[src/rtl/pgw_pkg.sv]
package pgw_pkg;

    typedef enum logic [2:0] {
        ST_IDLE,
        ST_READ_PDE,
        ST_CHECK_PDE,
        ST_READ_PTE,
        ST_CHECK_PTE,
        ST_WRITEBACK,
        ST_DONE,
        ST_FAULT
    } walk_state_t;

    // entry bit positions
    localparam int BIT_P  = 0;
    localparam int BIT_RW = 1;
    localparam int BIT_US = 2;
    localparam int BIT_A  = 5;
    localparam int BIT_D  = 6;

    typedef struct packed {
        logic prot;  // 1 = protection, 0 = not present
        logic tbl;   // 1 = table level, 0 = directory level
        logic wr;    // access type
    } fault_t;

endpackage

[src/rtl/pgw_perm.sv]
module pgw_perm (
    input  logic [1:0] cpl,
    input  logic       wr,
    input  logic       us,
    input  logic       rw,
    output logic       ok
);
    logic user_lvl;

    always_comb begin
        user_lvl = (cpl == 2'd3);
        if (!user_lvl) begin
            ok = 1'b1;
        end else begin
            ok = us && (!wr || rw);
        end
    end
endmodule

[src/rtl/pgw_upd.sv]
module pgw_upd #(
    parameter int ENT_W = 32
) (
    input  logic [ENT_W-1:0] entry,
    input  logic             set_d,
    output logic [ENT_W-1:0] entry_new,
    output logic             changed
);
    always_comb begin
        entry_new = entry;
        entry_new[pgw_pkg::BIT_A] = 1'b1;
        if (set_d) begin
            entry_new[pgw_pkg::BIT_D] = 1'b1;
        end
        changed = (entry_new != entry);
    end
endmodule

[src/rtl/pg_walker.sv]
module pg_walker #(
    parameter int IDX_W = 10,
    parameter int OFF_W = 12,
    parameter int ENT_W = 32,
    localparam int LA_W = 2 * IDX_W + OFF_W,
    localparam int FRAME_W = ENT_W - OFF_W
) (
    input  logic               clk,
    input  logic               rst_n,
    input  logic               req_valid,
    output logic               req_ready,
    input  logic [LA_W-1:0]    req_laddr,
    input  logic               req_write,
    input  logic [1:0]         req_cpl,
    input  logic [FRAME_W-1:0] dir_frame,
    output logic               rsp_valid,
    output logic               rsp_fault,
    output logic [LA_W-1:0]    rsp_paddr,
    output logic               flt_prot,
    output logic               flt_tbl,
    output logic               flt_wr,
    output logic               mem_valid,
    input  logic               mem_ready,
    output logic               mem_write,
    output logic [LA_W-1:0]    mem_addr,
    output logic [ENT_W-1:0]   mem_wdata,
    input  logic               mem_rvalid,
    input  logic [ENT_W-1:0]   mem_rdata
);
    import pgw_pkg::*;

    localparam int ALIGN_W = LA_W - FRAME_W - IDX_W;

    walk_state_t state_q, state_d;

    logic [LA_W-1:0]    lin_q;
    logic               wr_q;
    logic [1:0]         cpl_q;
    logic [FRAME_W-1:0] base_q;
    logic [ENT_W-1:0]   pde_q, pte_q;
    logic               rd_wait;
    logic               wb_pde, wb_pte;
    fault_t             flt_q;

    logic [IDX_W-1:0]   dir_idx, tbl_idx;
    logic [OFF_W-1:0]   pg_off;
    logic [LA_W-1:0]    pde_addr, pte_addr;
    logic               pde_ok, both_ok;
    logic               us_and, rw_and;
    logic [ENT_W-1:0]   pde_new, pte_new;
    logic               pde_chg, pte_chg;
    logic               rd_done, wb_last;

    assign dir_idx  = lin_q[LA_W-1 -: IDX_W];
    assign tbl_idx  = lin_q[OFF_W +: IDX_W];
    assign pg_off   = lin_q[OFF_W-1:0];
    assign pde_addr = {base_q, dir_idx, {ALIGN_W{1'b0}}};
    assign pte_addr = {pde_q[ENT_W-1 -: FRAME_W], tbl_idx, {ALIGN_W{1'b0}}};
    assign us_and   = pde_q[BIT_US] & pte_q[BIT_US];
    assign rw_and   = pde_q[BIT_RW] & pte_q[BIT_RW];
    assign rd_done  = rd_wait && mem_rvalid;
    assign wb_last  = mem_ready && !(wb_pde && wb_pte);

    pgw_perm u_perm_dir (
        .cpl (cpl_q),
        .wr  (wr_q),
        .us  (pde_q[BIT_US]),
        .rw  (pde_q[BIT_RW]),
        .ok  (pde_ok)
    );

    pgw_perm u_perm_all (
        .cpl (cpl_q),
        .wr  (wr_q),
        .us  (us_and),
        .rw  (rw_and),
        .ok  (both_ok)
    );

    pgw_upd #(.ENT_W(ENT_W)) u_upd_dir (
        .entry     (pde_q),
        .set_d     (1'b0),
        .entry_new (pde_new),
        .changed   (pde_chg)
    );

    pgw_upd #(.ENT_W(ENT_W)) u_upd_tbl (
        .entry     (pte_q),
        .set_d     (wr_q),
        .entry_new (pte_new),
        .changed   (pte_chg)
    );

    // next state
    always_comb begin
        state_d = state_q;
        unique case (state_q)
            ST_IDLE:      if (req_valid) state_d = ST_READ_PDE;
            ST_READ_PDE:  if (rd_done) state_d = ST_CHECK_PDE;
            ST_CHECK_PDE: begin
                if (!pde_q[BIT_P] || !pde_ok) state_d = ST_FAULT;
                else state_d = ST_READ_PTE;
            end
            ST_READ_PTE:  if (rd_done) state_d = ST_CHECK_PTE;
            ST_CHECK_PTE: begin
                if (!pte_q[BIT_P] || !both_ok) state_d = ST_FAULT;
                else if (pde_chg || pte_chg) state_d = ST_WRITEBACK;
                else state_d = ST_DONE;
            end
            ST_WRITEBACK: if (wb_last) state_d = ST_DONE;
            ST_DONE:      state_d = ST_IDLE;
            ST_FAULT:     state_d = ST_IDLE;
        endcase
    end

    // state register
    always_ff @(posedge clk) begin
        if (!rst_n) state_q <= ST_IDLE;
        else        state_q <= state_d;
    end

    // walk datapath
    always_ff @(posedge clk) begin
        if (!rst_n) begin
            lin_q   <= '0;
            wr_q    <= 1'b0;
            cpl_q   <= 2'd0;
            base_q  <= '0;
            pde_q   <= '0;
            pte_q   <= '0;
            rd_wait <= 1'b0;
            wb_pde  <= 1'b0;
            wb_pte  <= 1'b0;
            flt_q   <= '0;
        end else begin
            unique case (state_q)
                ST_IDLE: begin
                    if (req_valid) begin
                        lin_q  <= req_laddr;
                        wr_q   <= req_write;
                        cpl_q  <= req_cpl;
                        base_q <= dir_frame;
                    end
                    rd_wait <= 1'b0;
                    wb_pde  <= 1'b0;
                    wb_pte  <= 1'b0;
                end
                ST_READ_PDE, ST_READ_PTE: begin
                    if (mem_valid && mem_ready) rd_wait <= 1'b1;
                    if (rd_done) begin
                        rd_wait <= 1'b0;
                        if (state_q == ST_READ_PDE) pde_q <= mem_rdata;
                        else                        pte_q <= mem_rdata;
                    end
                end
                ST_CHECK_PDE: begin
                    flt_q.prot <= pde_q[BIT_P];
                    flt_q.tbl  <= 1'b0;
                    flt_q.wr   <= wr_q;
                end
                ST_CHECK_PTE: begin
                    flt_q.prot <= pte_q[BIT_P];
                    flt_q.tbl  <= 1'b1;
                    flt_q.wr   <= wr_q;
                    if (pte_q[BIT_P] && both_ok) begin
                        wb_pde <= pde_chg;
                        wb_pte <= pte_chg;
                        pde_q  <= pde_new;
                        pte_q  <= pte_new;
                    end
                end
                ST_WRITEBACK: begin
                    if (mem_ready) begin
                        if (wb_pde) wb_pde <= 1'b0;
                        else        wb_pte <= 1'b0;
                    end
                end
                ST_DONE, ST_FAULT: ;
            endcase
        end
    end

    // outputs
    always_comb begin
        req_ready = 1'b0;
        rsp_valid = 1'b0;
        rsp_fault = 1'b0;
        rsp_paddr = '0;
        flt_prot  = 1'b0;
        flt_tbl   = 1'b0;
        flt_wr    = 1'b0;
        mem_valid = 1'b0;
        mem_write = 1'b0;
        mem_addr  = '0;
        mem_wdata = '0;
        unique case (state_q)
            ST_IDLE:      req_ready = 1'b1;
            ST_READ_PDE: begin
                mem_valid = !rd_wait;
                mem_addr  = pde_addr;
            end
            ST_READ_PTE: begin
                mem_valid = !rd_wait;
                mem_addr  = pte_addr;
            end
            ST_WRITEBACK: begin
                mem_valid = 1'b1;
                mem_write = 1'b1;
                mem_addr  = wb_pde ? pde_addr : pte_addr;
                mem_wdata = wb_pde ? pde_q : pte_q;
            end
            ST_DONE: begin
                rsp_valid = 1'b1;
                rsp_paddr = {pte_q[ENT_W-1 -: FRAME_W], pg_off};
            end
            ST_FAULT: begin
                rsp_valid = 1'b1;
                rsp_fault = 1'b1;
                flt_prot  = flt_q.prot;
                flt_tbl   = flt_q.tbl;
                flt_wr    = flt_q.wr;
            end
            ST_CHECK_PDE, ST_CHECK_PTE: ;
        endcase
    end
endmodule

[config.mk]
export PLATFORM = sky130hd
export DESIGN_NAME = pg_walker
export DESIGN_NICKNAME = d
export VERILOG_FILES = /design/src/rtl/pgw_pkg.sv /design/src/rtl/pgw_perm.sv /design/src/rtl/pgw_upd.sv /design/src/rtl/pg_walker.sv
export SDC_FILE = /design/constraint.sdc
export NUM_CORES = 1
export LEC_CHECK = 0
export BUFFER_PORTS_ARGS = -buffer_cell sky130_fd_sc_hd__clkbuf_2
export CAP_MARGIN = 20
export CORE_ASPECT_RATIO = 1.5
export CORE_UTILIZATION = 43
export CTS_CLUSTER_SIZE = 24
export DETAILED_ROUTE_END_ITERATION = 10
export PLACE_DENSITY_LB_ADDON = 0.2
export SYNTH_ARGS = -nofsm -noshare
export SYNTH_HDL_FRONTEND = slang
export SYNTH_SLANG_ARGS = --single-unit
[constraint.sdc]
create_clock -name clk -period 1.73 [get_ports clk]
set_input_delay 0.4325 -clock clk [delete_from_list [all_inputs] [get_ports clk]]
set_output_delay 0.4325 -clock clk [all_outputs]
set_load 0.01 [all_outputs]
==> reports/results.txt, run 1 <==
The run finished, with violations left. The checks that failed: DRC, setup timing. The worst slack on hold paths is 0.244 ns. In the global route stage, met1 resource usage came out at 31.1%. The floorplan step defined a die boundary enclosing 0.0143 sq mm. The buffer type at the clock tree root is clkbuf_16. The headroom to the max-slew limit is 62.2%, and the row count is 52.

The run gives 4 as the number of H-tree levels. STA classifies the critical path startpoint as a flop. The average vias per placed instance works out to 5.53.

The smallest clock period supported by the final layout is computed as 2.16 ns. Input and output buffers added on the ports amount to 193. The aggregate global routing overflow came out at 0. The initial antenna violation count was 0; the global placer's final weighted congestion was 0.909.

For this run, design rule violations remaining after detail routing come to 15. The run gives 1108 as the number of fill cells. Walking the worst path, the cells encountered are nand2b_4, o21a_1, nor2_4, buf_12, a22o_1, clkbuf_2. Power spread over the standard cell area amounts to 863 mW/mm^2.

Data arrives at the worst endpoint at 1.72 ns. Detailed placement finished with a half-perimeter wire length of 12700 um. The clock latency on the worst-skew pair is 0.41 ns, and the CTS sink count is 128. The core region is 0.0135 sq mm. The worst path uses 125% of the clock period.

All-layer global routing usage: 26.7%. The final-report hold violation count was 0; the worst path buffer plus inverter count was 2. Including well taps, the total number of placed cells is 1094. For the number of buffers added by the clock tree synthesis step, the log shows 17.

OpenSTA, run right after detailed placement, puts the worst setup slack at -0.0192 ns. Sequential cells were found to cover 43.2% of the synthesized design area. The first global-routing pass estimated 30000 um of wire. The largest fanout of any net on the critical path is 15, and the clock skew after layout is 0.0118 ns. The gate count after technology mapping was 766.

The critical path starts at state_q[1]. The tools report the met3 usage in global routing as 5.14%. Leaving out fill and tap cells, the most frequent cell in the layout is nand2_1. The overall via count from detail_route was 6367. The slowest stage of the critical path belongs to the cell dfxtp_4. During synthesis, Yosys emitted a total of 0 warnings. Clock-pin slew was measured on the worst setup and hold paths at 0.06 ns.

Setup repair after global routing could not meet its margin everywhere. The tools report the initial core utilization as 44.1%. The routed design has 20400 um of wire.

The worst hold path begins at dir_frame[8]. Setup violations remaining at the end of the flow were counted as 103. The worst register-to-register path has a setup slack of -0.03 ns. The worst setup path is of the flop to primary output kind. The startpoint identified for the worst register-to-register timing path is state_q[0]. In this run the count of I/O pins placed on the die edge is 196. TritonCTS built the clock tree. Setup total negative slack on the finished layout was measured at -33.20 ns. The detail route stage leaves a number of antenna-violating nets equal to 0. The largest stage delay on the critical path works out to 0.35 ns. The average cell area after synthesis was 7.75 sq um. For the worst setup path, the data required time is 1.30 ns. The height of the die is 146 um. The type of the tightest min-delay check is primary input to flop. The cell class contributing the biggest share of worst-path delay was flip-flops.

The number of global-route vias before repair is 5840. The share of flip-flops with an asynchronous set or reset was 0%; the maximum number of pins on one net before global-route repair was 56. The element type at the critical path end is a primary output. Measured in cells, the most critical reg-to-reg path has a length of 7.

For this run, global-route usage on met2 was measured as 46.5%. The number of nets in the finished design is 1069, and the number of stages on the worst setup path is 6. The logs give 329 for the DRC violation total after the first TritonRoute iteration and 47 for the number of unique standard cell types used by synthesis. The actual transition at the worst max-transition pin works out to 0.562 ns. Most congested layer reported by global routing: met2. The clock passes through at most 2 buffers. The number of synthesized flops with an enable pin is 0, and the count of hold buffers inserted by post-cts repair is 0.

The tool flagged a number of max-cap violations equal to 0. Number of max-slew violations in the final report: 0. Netlist area before placement: 0.00593 sq mm. The first detailed-routing pass took 8 iterations. Summed over all cells, the static leakage comes to 3.59 nW.

The worst-case setup margin in the final layout is -0.425 ns, and the share of post-route cells with drive strength above 1 is 38.9%. In the final routed layout, each cell accounts on average for 17.7 um. The die outline width came out at 97.9 um. Leaving out fill and tap cells, the most frequent cells in the layout are nand2_1 (183), a21oi_1 (126), dfxtp_1 (125). The final cell count without fillers came out at 1151. The prevailing post-synth register cell was dfxtp_1. The run gives 608 uV as the maximum resistive drop on vdd. Synthesis inferred 128 register bits.

In this run the worst setup path terminates at mem_addr[28]. The number of antenna diodes in the final layout is 0. The tools report the reg-to-reg critical path endpoint as state_q[0]. The area growth from synthesis to layout is 54.8%, and the maximum achievable frequency is 464 MHz.
-- cells in the mapped netlist, types with 2 or more instances --
| cell | n | area, sq um |
|---|---|---|
| inv_1 | 4 | 15.0 |
| a211oi_1 | 2 | 15.0 |
| a22o_1 | 30 | 263 |
| a21boi_0 | 2 | 15.0 |
| nand2b_1 | 6 | 37.5 |
| a21oi_1 | 126 | 631 |
| nor2_1 | 36 | 135 |
| clkbuf_1 | 36 | 135 |
| buf_2 | 21 | 105 |
| a311oi_1 | 2 | 17.5 |
| o21a_1 | 2 | 15.0 |
| mux2i_1 | 35 | 350 |
| o211ai_1 | 2 | 15.0 |
| buf_1 | 2 | 7.51 |
| a21bo_2 | 2 | 20.0 |
| nor2b_1 | 2 | 12.5 |
| a31oi_1 | 3 | 18.8 |
| nand2_1 | 184 | 691 |
| and3_1 | 36 | 225 |
| nand3_1 | 63 | 315 |
| o21ai_0 | 5 | 25.0 |
| buf_4 | 13 | 97.6 |
| dfxtp_1 | 128 | 2560 |
-- stage by stage --
stage	total power [W]	util, %	cell area [sq um]
after detailed placement	0.00418	53.7	7240
after floorplan	0.00379	-	5940
after global routing	0.00823	68.2	9190
after global placement	0.00418	53.7	7240
after CTS	0.00790	61.4	8260
final	0.00793	68.2	9190
-- how the worst min path moves through the flow --
stage                            end  depth (start not counted)
final                      base_q[8]                          3
after global routing       lin_q[13]                          3
after CTS                 base_q[15]                          3
after detailed placement   lin_q[11]                          2
after global placement      pde_q[6]                          2
after floorplan             pde_q[6]                          2
-- routing by layer --
metal / share of wire (%) / wire length [um]
met5: 0 / 0
met4: 2.8 / 573
met3: 5.3 / 1080
met2: 53 / 10800
met1: 39 / 7900
-- sequential cells by signal, summed over array words and instances, names as in the netlist --
| name | cells |
|---|---|
| pte_q | 32 |
| rd_wait | 1 |
| state_q | 3 |
| wb_pte | 1 |
| lin_q | 32 |
| base_q | 20 |
| wb_pde | 1 |
| pde_q | 32 |
| wr_q | 1 |
| cpl_q | 2 |
| flt_q | 3 |
-- worst reg2reg max path, stage by stage (launching register included) --
cell	delay, ns
dfxtp_1	0.33
inv_2	0.14
or2_4	0.31
clkbuf_16	0.23
clkinv_8	0.05
buf_4	0.13
a221oi_4	0.30
a311oi_1	0.14
-- kinds of logic (layout without fill, tap and decap cells) --
group	count (synthesis)	after routing	synth area share, %
other cells	1	2	0.0632
buf+inv	79	301	6.39
flops	128	128	43.2
mux	35	35	5.90
simple gates	338	338	25.4
compound gates	185	185	19.0
-- final cells by class --
| class | instances | area, sq um | area share [%] |
|---|---|---|---|
| inverter | 6 | 40.0 | 0.436 |
| multi-input combinational | 560 | 3450 | 37.6 |
| clock buffer | 17 | 425 | 4.63 |
| tap | 162 | 203 | 2.21 |
| sequential | 128 | 2570 | 28.0 |
| timing repair buffer | 264 | 2330 | 25.3 |
| clock inverter | 14 | 168 | 1.82 |
-- repair_timing --
item | CTS | global route
setup endpoints to repair | 102 | 140
pin swaps | 16 | 26
gates resized for setup | 64 | 247
cloned | 5 | 5
buffers inserted | 10 | 8
-- where the power goes --
| group | switching, W | total (W) | internal, W |
|---|---|---|---|
| clock | 0.00134 | 0.00359 | 0.00226 |
| combinational | 0.000653 | 0.00118 | 0.000531 |
| sequential | 0.0000793 | 0.00315 | 0.00307 |
(Power assumes the default switching activity.)
==> inputs of run 2 (changes only) <==
- GPL_TIMING_DRIVEN: not set -> 0
- SYNTH_HIERARCHICAL: not set -> 1
==> reports/results.txt, run 2 <==
The run finished, with violations left. The checks that failed: setup timing. After synthesis, the cell types taking the most area are dfxtp_1 (36%), mux2i_1 (14%), nand2_1 (9.6%). The actual transition at the worst max-transition pin is 0.581 ns.

The category of the most critical setup path was flop to primary output. During synthesis, Yosys emitted a total of 6 warnings. In this run the tool buffered the top-level ports with 192 buffer cells. The data arrival time of the critical path was 1.84 ns; the end-of-flow core utilization was 73.0%.

The worst hold path begins at req_laddr[12]. The share of the synthesized area in the top cell type came out at 35.9%. Setup repair after global routing could not meet its margin everywhere.

Along the worst path, the maximum fanout reaches 10. The buffer levels on the longest clock path was 2. The worst setup path is launched from a flop. Clock-pin slew was measured on the worst setup and hold paths at 0.06 ns. In this run the static leakage power is 5.68 nW. Hold timing on the final database bottoms out at a slack of 0.224 ns. Count of hold buffers inserted by post-cts repair: 0. TritonCTS built the clock tree. Ranked by instance count, the synthesized netlist is headed by nand2_1 (183), dfxtp_1 (128), mux2i_1 (99).

The run gives 26200 um as the total wire length. The final-report hold violation count is 0, and the number of synthesized flops with an enable pin is 0. The floorplan step set the die height to 160 um. CTS sink count: 128. The logs give 0 for the number of max-slew violations in the final report and 0.0171 sq mm for the die outline area. The logs give 4 for the number of H-tree levels and 26.1% for the all-layer global routing usage. The initial utilization of the core area, before any placement, comes to 44.1%.

After floorplanning, the core was divided into 57 placement rows. The initial antenna violation count was 0. Max-cap violations in this run came to 0. First-pass GRT wire length: 34100 um. The logs give 17 for the number of buffers added by the clock tree synthesis step and 0.0162 sq mm for the standard cell core area. The largest total area in the synthesized netlist belongs to dfxtp_1.

The logs give 0.00861 ns for the clock skew after layout and 7321 for the overall via count from detail_route. After detailed routing, the number of remaining DRC violations is 0. The repair_antennas step left the layout with diodes totalling 0. Most common cell in the synthesized netlist: nand2_1.

In the final layout, the registers with the most flip-flops are lin_q (32), pde_q (32), pte_q (32). Summed over all nets, the half-perimeter wirelength after detailed placement is 15300 um. The power per unit of standard cell area came out at 805 mW/mm^2. The share of post-route cells with drive strength above 1 works out to 53.6%. Prevailing post-synth register cell: dfxtp_1. The length of the first detailed-routing pass in iterations was 5; the aggregate global routing overflow was 0.

In the final design database the tool counted 1205 nets. The DRC violation total after the first TritonRoute iteration came out at 402. Setup violations remaining at the end of the flow were counted as 224. The run gives 6575 as the number of global-route vias before repair. The sequential cell area fraction in the yosys report is 35.9%.

The top cell types in the final layout, fill and taps aside, are nand2_1 (121), dfxtp_1 (121), clkbuf_2 (113). The antenna violation net count after detailed routing came out at 0. Type of the tightest min-delay check: primary input to flop.

The worst path in the final design needs a cycle of 2.27 ns, including I/O delays and setup. At the end of routability-driven placement, the weighted congestion stood at 0.858. Relative to the synthesized area, the layout overhead comes to 65.5%. At the worst endpoint, the required time is 1.30 ns. The buffer type at the clock tree root was clkbuf_16. The tools report the startpoint of the lowest-slack register-to-register path as state_q[0]. The average cell area after synthesis was 8.62 sq um; the final cell count without fillers was 1332. Once placement completed, the tool counted placed cells totaling 1230. The worst-case setup margin in the final layout came out at -0.538 ns.

The portion of the clock cycle consumed by the worst path in the final layout was 131%. The share of flip-flops with an asynchronous set or reset came out at 0%. The logs give 0.42 ns for the clock latency on the worst-skew pair and 441 MHz for the maximum achievable frequency.

The die is 107 um wide. The most critical setup path has its startpoint at wb_pde. The synthesized design contains 128 register bits. Average vias per placed instance: 5.50.

After synthesis the cells add up to 0.00714 sq mm. The number of unique standard cell types used by synthesis was 41. The tools report the element type at the critical path end as a primary output. IR analysis of the VDD net gives a maximum drop of 726 uV. For the I/O pin count, the log shows 196. The gate count after technology mapping was 829; the maximum number of pins on one net before global-route repair was 17. The final routed wire length divided by cell count is 19.7 um, and the headroom to the max-slew limit is 61.2%.
## run 2: cell count changes in the layout (fill, tap and decap cells not counted), sizes merged, moves of 54 or more
cell	change
a21boi	+54
a21oi	-117
buf	+75
clkbuf	+58
mux2i	+64
nand3	-58
o211a	+63
## run 2: where the power goes
part	internal (W)	switching (W)
clock	0.00274	0.00140
combinational	0.00107	0.00109
sequential	0.00311	0.000111
## run 2: logic make-up after synthesis
logic type      after synthesis  synth area share (%)
simple gates                281                  17.2
flops                       128                  35.9
compound gates              179                  21.5
other cells                   3                 0.158
buf+inv                     139                  11.5
mux                          99                  13.9
## run 2: final timing paths
check	to	slack [ns]	depth (start not counted)
worst max-delay path	mem_addr[13]	-0.54	7
worst min-delay path	lin_q[12]	0.22	3
worst max register to register	pde_q[22]	-0.30	11
worst min register to register	lin_q[1]	0.45	2
## run 2: stage by stage
stage | setup TNS [ns] | setup slack, ns | instance area, sq um | total power (W)
after floorplan | -0.672 | -0.0224 | 7160 | 0.00406
after global placement | -64.10 | -0.698 | 8380 | 0.00448
after detailed placement | -65.70 | -0.697 | 8380 | 0.00450
after CTS | -44.58 | -0.533 | 10000 | 0.00885
after global routing | -80.86 | -0.572 | 11800 | 0.00980
final | -72.03 | -0.538 | 11800 | 0.00952
## run 2: worst max-delay path, cell delays in order (launching register included)
cell and delay, ns:
dfxtp_1 0.30, buf_4 0.19, nor2b_4 0.16, nor3_4 0.05, buf_4 0.15, clkbuf_8 0.16
a22o_1 0.25, buf_2 0.14
## run 2: metal layers
layer	wire (um)	global-route usage, %	share of wire [%]
met5	0	0	0
met1	9870	29.2	38
met2	14100	47.7	54
met3	1420	5.22	5.4
met4	837	9.59	3.2
## run 2: timing repair
item,CTS,global route
buffers inserted,22,29
setup endpoints to repair,173,216
pin swaps,17,91
resized for setup,189,454
gates cloned,6,18
## run 2: layout make-up
type                       count  area [sq um]
clock inverter                14           236
multi-input combinational    565          4700
clock buffer                  18           439
inverter                       5          23.8
timing repair buffer         267          2340
tap                          206           258
buffer                       129          1240
fill                        1163          4370
sequential                   128          2570
==> inputs of run 3 (changes only) <==
- CTS_BUF_LIST: not set -> sky130_fd_sc_hd__clkbuf_4
==> reports/results.txt, run 3 (same netlist as run 2, synthesis figures left out) <==
The flow ran to the end, but the final reports show violations. The checks that failed: setup timing. The floorplan step defined a die boundary enclosing 0.0171 sq mm. The tightest min-delay check is of the primary input to flop type. For the maximum resistive drop on vdd, the log shows 496 uV.

STA puts the critical path data arrival time at 1.98 ns. Leaving out fill and tap cells, the most frequent cells in the layout are nand2_1 (163), dfxtp_1 (120), clkbuf_2 (109). The actual transition at the worst max-transition pin was 0.585 ns.

Final hold analysis gives a worst-case slack of 0.102 ns. The tools report the total setup violations reported at the end of the flow as 218. Measured along the x axis, the die boundary spans 107 um. The H-tree generated during clock tree synthesis spans 4 levels.

After detailed routing, the number of vias per cell comes to 5.29. After the last flow step, the layout net total stands at 1187. The element type at the critical path end is a primary output. The row count is 57.

The logs give 0.0162 sq mm for the standard cell core area and 1230 for the placed instance count. The startpoint identified for the worst hold timing path is dir_frame[2]. Hold repair after CTS inserted 0 buffers. The area growth from synthesis to layout came out at 50.4%. In this run the critical register-to-register path is launched from state_q[1]. The number of global-route vias before repair came out at 6522. The logs give 5.20 nW for the leakage power and 0 for the antenna violation net count after detailed routing. The required time of the critical path is 1.30 ns, and the share of post-route cells with drive strength above 1 is 46.3%.

Number of buffers added by the clock tree synthesis step: 17. TritonCTS built the clock tree. 196 I/O pins were placed. After detailed routing, the average wire length per cell comes to 18.0 um. The tools report the final cell count without fillers as 1315. The startpoint type of the worst setup path is a flop.

The detailed router finished its first iteration with 378 violations. The clock reaches the later pin of the worst-skew pair after 0.53 ns. The tools report the buffer type at the clock tree root as clkbuf_4.

The tools report the worst setup path startpoint as state_q[2]. Prior to clock tree synthesis, the placed netlist has a worst setup slack of -0.697 ns. The headroom to the max-slew limit was 61.0%.

The filler cells instantiated in the layout total 1361. The logs give 6958 for the overall via count from detail_route and 15300 um for the placed wire-length estimate after detailed placement. Setup repair after global routing could not meet its margin everywhere. At the end of routability-driven placement, the weighted congestion stood at 0.858. In this run the tool buffered the top-level ports with 192 buffer cells.

The setup path with the least slack is of type flop to primary output. The largest fanout of any net on the critical path is 7, and the power per unit of standard cell area is 717 mW/mm^2. The initial antenna violation count came out at 1.

Worst-case setup margin in the final layout: -0.683 ns. Most common library cell in the layout ignoring fill and taps: nand2_1. The initial core utilization is 44.1%, and the largest stage delay on the critical path is 0.37 ns. Based on the critical path, the design can be clocked at up to 414 MHz. End-of-flow core utilization: 66.3%. Portion of the clock cycle consumed by the worst path in the final layout: 139%. Entering global routing, the biggest net connects 17 pins. The total wire length was 23700 um; the minimum period implied by the final worst setup slack was 2.41 ns. The tree built by TritonCTS fans out to 128 sinks.

Clock slew seen by the registers of the worst setup and hold paths: 0.12 ns. The run gives 0 as the number of max-slew violations in the final report. For this design, the slowest cell found on the critical path is dfxtp_2. Counting along the longest clock path gives a buffer depth of 2.

After detailed routing, the number of remaining DRC violations is 0. Number of maximum-capacitance violations: 0. The clock skew after layout is 0.0145 ns.

In this run the cell area measured after placement is 0.00838 sq mm. Global routing used 25.5% of the available tracks across all layers. After routing the design area is 0.0107 sq mm. The floorplan step set the die height to 160 um. The first global-routing pass estimated 33700 um of wire. The aggregate global routing overflow is 0. Walking the worst path, the cells encountered are buf_6, nand2b_4, o21a_1, nor2_4, buf_12, clkbuf_8, a22o_1, buf_2. The largest registers in the layout are lin_q (32), pde_q (32), pte_q (32). The first detailed-routing pass took 5 iterations. The final-report hold violation count is 0.
==> run 3: cell types whose count changed in the layout (fill, tap and decap cells not counted), moves of 8 or more <==
cell,change
nand2_1,+42
clkbuf_16,-25
nand2_4,-24
nand2_2,-17
clkbuf_4,+16
buf_2,+12
buf_8,-12
mux2i_1,+12
mux2i_2,-12
and3_1,+10
and3_4,-10
a21boi_1,+8
a21boi_2,-8
==> run 3: timing repair <==
action,CTS,global route
setup buffers,27,11
resized for setup,176,340
setup endpoints to repair,176,216
gates cloned,6,12
pin swaps,10,46
==> run 3: layer usage <==
layer	share of wire, %	wire length, um	track usage, %
met5	0	0	0
met4	3.1	728	8.66
met3	4.8	1130	5.35
met2	53	12500	46.5
met1	39	9270	28.9
==> run 3: layout make-up <==
cell class | count | area (sq um) | area share, %
inverter | 5 | 23.8 | 0.221
timing repair buffer | 248 | 1970 | 18.4
tap | 206 | 258 | 2.40
multi-input combinational | 565 | 4330 | 40.3
clock buffer | 17 | 128 | 1.19
sequential | 128 | 2570 | 24.0
clock inverter | 15 | 240 | 2.24
buffer | 130 | 1210 | 11.2
antenna | 1 | 2.50 | 0.0233
==> run 3: final timing paths <==
check	end	slack, ns	depth (start not counted)
worst max-delay path	mem_addr[18]	-0.68	8
worst min-delay path	base_q[2]	0.10	3
worst max register to register	pte_q[0]	-0.29	8
worst min register to register	lin_q[2]	0.46	2
==> run 3: report_power, final <==
group          internal, W  switching [W]
combinational     0.000943       0.000944
clock              0.00143        0.00117
sequential         0.00311       0.000108
total              0.00548        0.00222
==> run 3: metrics by stage <==
| stage | TNS (ns) | power [W] |
|---|---|---|
| 2_1_floorplan | -0.672 | 0.00406 |
| 3_3_place_gp | -64.10 | 0.00448 |
| 3_5_place_dp | -65.70 | 0.00450 |
| 4_1_cts | -60.46 | 0.00735 |
| 5_1_grt | -84.88 | 0.00801 |
| 6_report | -70.64 | 0.00770 |
==> run 3: worst max-delay path: cells and delay by family, from the launching register on <==
family                 cells  cell delay [ns]
AO/OA/AOI/OAI              2             0.35
AND/OR/NAND/NOR            2             0.18
buffers and inverters      4             0.55
flip-flops                 1             0.37
